==> src/rtl/mac_hilo.sv <==
module mac_hilo #(
  parameter int W = 32
) (
  input  logic         clk,
  input  logic         rst,
  input  logic         op_valid,
  input  logic [3:0]   op_code,
  input  logic [W-1:0] src_a,
  input  logic [W-1:0] src_b,
  output logic [W-1:0] dest_val,
  output logic         done,
  output logic [W-1:0] hi_q,
  output logic [W-1:0] lo_q
);
  localparam int AW = 2 * W;

  logic          is_signed;
  logic          want_hi;
  logic [1:0]    kind;
  logic [AW-1:0] ext_a, ext_b, prod, acc, res;

  assign is_signed = ~op_code[0];
  assign want_hi   = op_code[1];
  assign kind      = op_code[3:2];

  assign ext_a = {{W{is_signed & src_a[W-1]}}, src_a};
  assign ext_b = {{W{is_signed & src_b[W-1]}}, src_b};
  assign prod  = ext_a * ext_b;
  assign acc   = {hi_q, lo_q};

  always_comb begin
    unique case (kind)
      2'b00:   res = prod;
      2'b01:   res = '0 - prod;
      2'b10:   res = acc + prod;
      default: res = acc - prod;
    endcase
  end

  always_ff @(posedge clk) begin
    if (rst) begin
      hi_q     <= '0;
      lo_q     <= '0;
      dest_val <= '0;
      done     <= 1'b0;
    end else begin
      done <= op_valid;
      if (op_valid) begin
        hi_q     <= res[AW-1:W];
        lo_q     <= res[W-1:0];
        dest_val <= want_hi ? res[AW-1:W] : res[W-1:0];
      end
    end
  end
endmodule


==> config.mk <==
export PLATFORM = sky130hd
export DESIGN_NAME = mac_hilo
export DESIGN_NICKNAME = d
export VERILOG_FILES = /design/src/rtl/mac_hilo.sv
export SDC_FILE = /design/constraint.sdc
export NUM_CORES = 2
export LEC_CHECK = 0
export ABC_CLOCK_PERIOD_IN_PS = 18860
export CAP_MARGIN = 20
export CORE_ASPECT_RATIO = 0.7
export CORE_UTILIZATION = 65
export DETAILED_ROUTE_END_ITERATION = 12
export DONT_BUFFER_PORTS = 1
export GPL_ROUTABILITY_DRIVEN = 0
export PLACE_DENSITY_LB_ADDON = 0.15
export SLEW_MARGIN = 20
export SYNTH_ARGS = -nofsm -noshare
export SYNTH_HDL_FRONTEND = slang
export SYNTH_SLANG_ARGS = --single-unit
==> constraint.sdc <==
create_clock -name clk -period 18.86 [get_ports clk]
set_clock_uncertainty 0.1 [all_clocks]
set_input_delay 4.715 -clock clk [delete_from_list [all_inputs] [get_ports clk]]
set_output_delay 4.715 -clock clk [all_outputs]
set_load 0.005 [all_outputs]
==> results.txt <==
synthesis-to-layout area growth - 0.832%
Yosys reg bits - 97
most frequent cells in the layout - inv_1 (1127), fa_1 (1126), nand2_1 (881)
total track usage - 0.360
top_reg_cell synth - dfxtp_1
Core Area - 73800 µm²
Detailed Routing Iterations Pass 1 - 5
clock sink count - 97
TritonCTS clock tree - built
WP data required - 19.04 ns
met1 wire length - 55300 µm
die height - 231 µm
Post-Synthesis Cells - 5683
FILL cells - 6142
max cap viols - 0
Num CTS Buffers - 9
worst-path fanout max - 33
Worst Path Arrival - 17.42 ns
Finish-stage setup viols - 0
site row count - 83
register area share after synthesis - 0.0397
final net count - 6862
met3 WL - 13200 µm
routed len/inst - 20.9 µm
DR iter-0 viols - 3602
syn nets - 7158
Top delay family on crit path - compound AO/OA/AOI/OAI gates
Final period util - 0.914
Starting Density - 0.662
met2 routed WL - 60100 µm
HPWL Detailed - 107000 µm
die width - 330 µm
Worst Setup Start Kind - input port
mean post-synth cell area - 8.60 µm²
CTS Hold Bufs - 0
most used cell, CP - fa_1
DRC - 0
register area - 1940 µm²
Clk pin slew, worst setup/hold paths - 0.07 ns
largest net degree at the start of global routing - 142
total wire length - 133000 µm
Synth async-reset ratio - 0
Mapped Area - 48900 µm²
via/cell ratio - 6.01
CP max stage delay - 1.13 ns
Final min period - 17.24 ns
# IOs - 168
RSZ-0062 raised after global routing - no
H-Tree Depth - 3
vias in the first global route - 39216
Fin. Hold Viols - 0
clock buffer depth - 2
Crit-path slowest cell - a2111oi_0
FMAX - 0.0580 GHz
post-cts resize count - 0
die area - 76300 µm²
Root Buffer - clkbuf_16
crit path capture type - register
initial antenna violation count - 3
first-pass GRT wire length - 214000 µm
IO Port Bufs - 0
Post-synth EDFFs - 0
layout cell share with drive strength beyond 1 - 0.0165
status - finished, final reports clean
commonest non-fill, non-tap cell in the layout - inv_1
GRT overflow - 0
number of nets still failing antenna checks after routing - 0
worst skew pair latency - 0.37 ns
footprint of the multi-input gates - 41500 µm²
unique cell type count in the Yosys netlist - 95
sum of negative setup slack - 0 ns
max_slew headroom - 0.106
Post-CTS Setup Repair Bufs - 0
CP Buf/Inv Count - 4
number of synthesis warnings - 0
DR vias - 38263
pins over their slew limit - 0
hold crit path type - reg2reg
Top Metal Used - met4
Worst Tran Pin Value - 1.31 ns
Setup Crit Path Kind - in2reg
-- through the flow --
step / std cells / instance area (µm²) / worst slack [ns] / utilization / hold WS [ns]
global route: 6369 / 49300 / 1.39 / 0.668 / 0.409
finish: 6370 / 49300 / 1.62 / 0.668 / 0.398
floorplan: 5683 / 48900 / 3.38 / - / 0.359
detailed placement: 6352 / 49000 / 1.73 / 0.663 / 0.385
global placement: 6352 / 49000 / 1.77 / 0.663 / 0.381
CTS: 6368 / 49300 / 2.07 / 0.667 / 0.399
-- synthesized netlist by cell type (all sizes together), types with 52 or more instances --
| cell | instances | area, µm² |
|---|---|---|
| nand2 | 881 | 3310 |
| xnor2 | 156 | 1370 |
| nor3 | 52 | 265 |
| a21o | 65 | 488 |
| clkbuf | 297 | 1110 |
| nor2 | 225 | 845 |
| inv | 1127 | 4230 |
| dfxtp | 97 | 1940 |
| a21oi | 172 | 865 |
| o21ai | 165 | 826 |
| and2 | 387 | 2420 |
| ha | 278 | 3480 |
| mux2i | 67 | 671 |
| fa | 1126 | 22500 |
| xor2 | 80 | 701 |
-- path summary, 6_finish.rpt --
kind	to	from	cells past startpoint	slack [ns]
max reg2reg	dest_val[28]	lo_q[0]	16	13.45
max	dest_val[22]	src_a[19]	41	1.62
min reg2reg	dest_val[19]	dest_val[19]	2	0.40
min	dest_val[19]	dest_val[19]	2	0.40
-- state kept, by name, summed over array words and instances, names as in the netlist --
name,cells
hi_q,32
lo_q,32
done,1
dest_val,32
-- area by class of cell --
type	instances	share of cell area
diodes	1	0.0000508
well taps	977	0.0248
clock buffers	10	0.00485
flip-flops and latches	97	0.0394
multi-input cells	4142	0.842
inverters	1128	0.0859
clock inverters	6	0.00147
repair buffers	9	0.00137
-- kinds of logic (layout without fill, tap and decap cells) --
kind of cell             Yosys count  in the layout  share of synthesized area
multiplexers                      70             70                     0.0144
XOR/XNOR                         236            236                     0.0423
AND/OR/NAND/NOR                 1777           1777                      0.172
flip-flops                        97             97                     0.0397
AO/OA/AOI/OAI                    655            655                     0.0881
other                              0              1                          0
buffers and inverters           1444           1153                      0.111
adder cells (fa/ha/maj)         1404           1404                      0.532
-- per-layer routing --
metal / up-vias / GRT usage
met5: - / 0
met4: 0 / 0.109
met3: 280 / 0.0726
met2: 1844 / 0.549
met1: 19456 / 0.520
li1: 16683 / -
-- worst register-to-register path, stage by stage, from the launching register on --
cell	delay, ns
dfxtp_1	0.34
ha_1	0.25
fa_1	0.45
a21o_1	0.19
a21o_1	0.22
a2111oi_0	0.96
o311a_1	0.41
o21ai_0	0.27
a221oi_1	0.33
o21ai_0	0.19
a21oi_1	0.22
nand2b_1	0.16
a21boi_0	0.16
a31o_2	0.28
a21oi_1	0.54
o211ai_1	0.15
a21oi_1	0.13
Power is not shown: default switching activity piles up to over one toggle a cycle in this logic, so the estimate is an artifact.
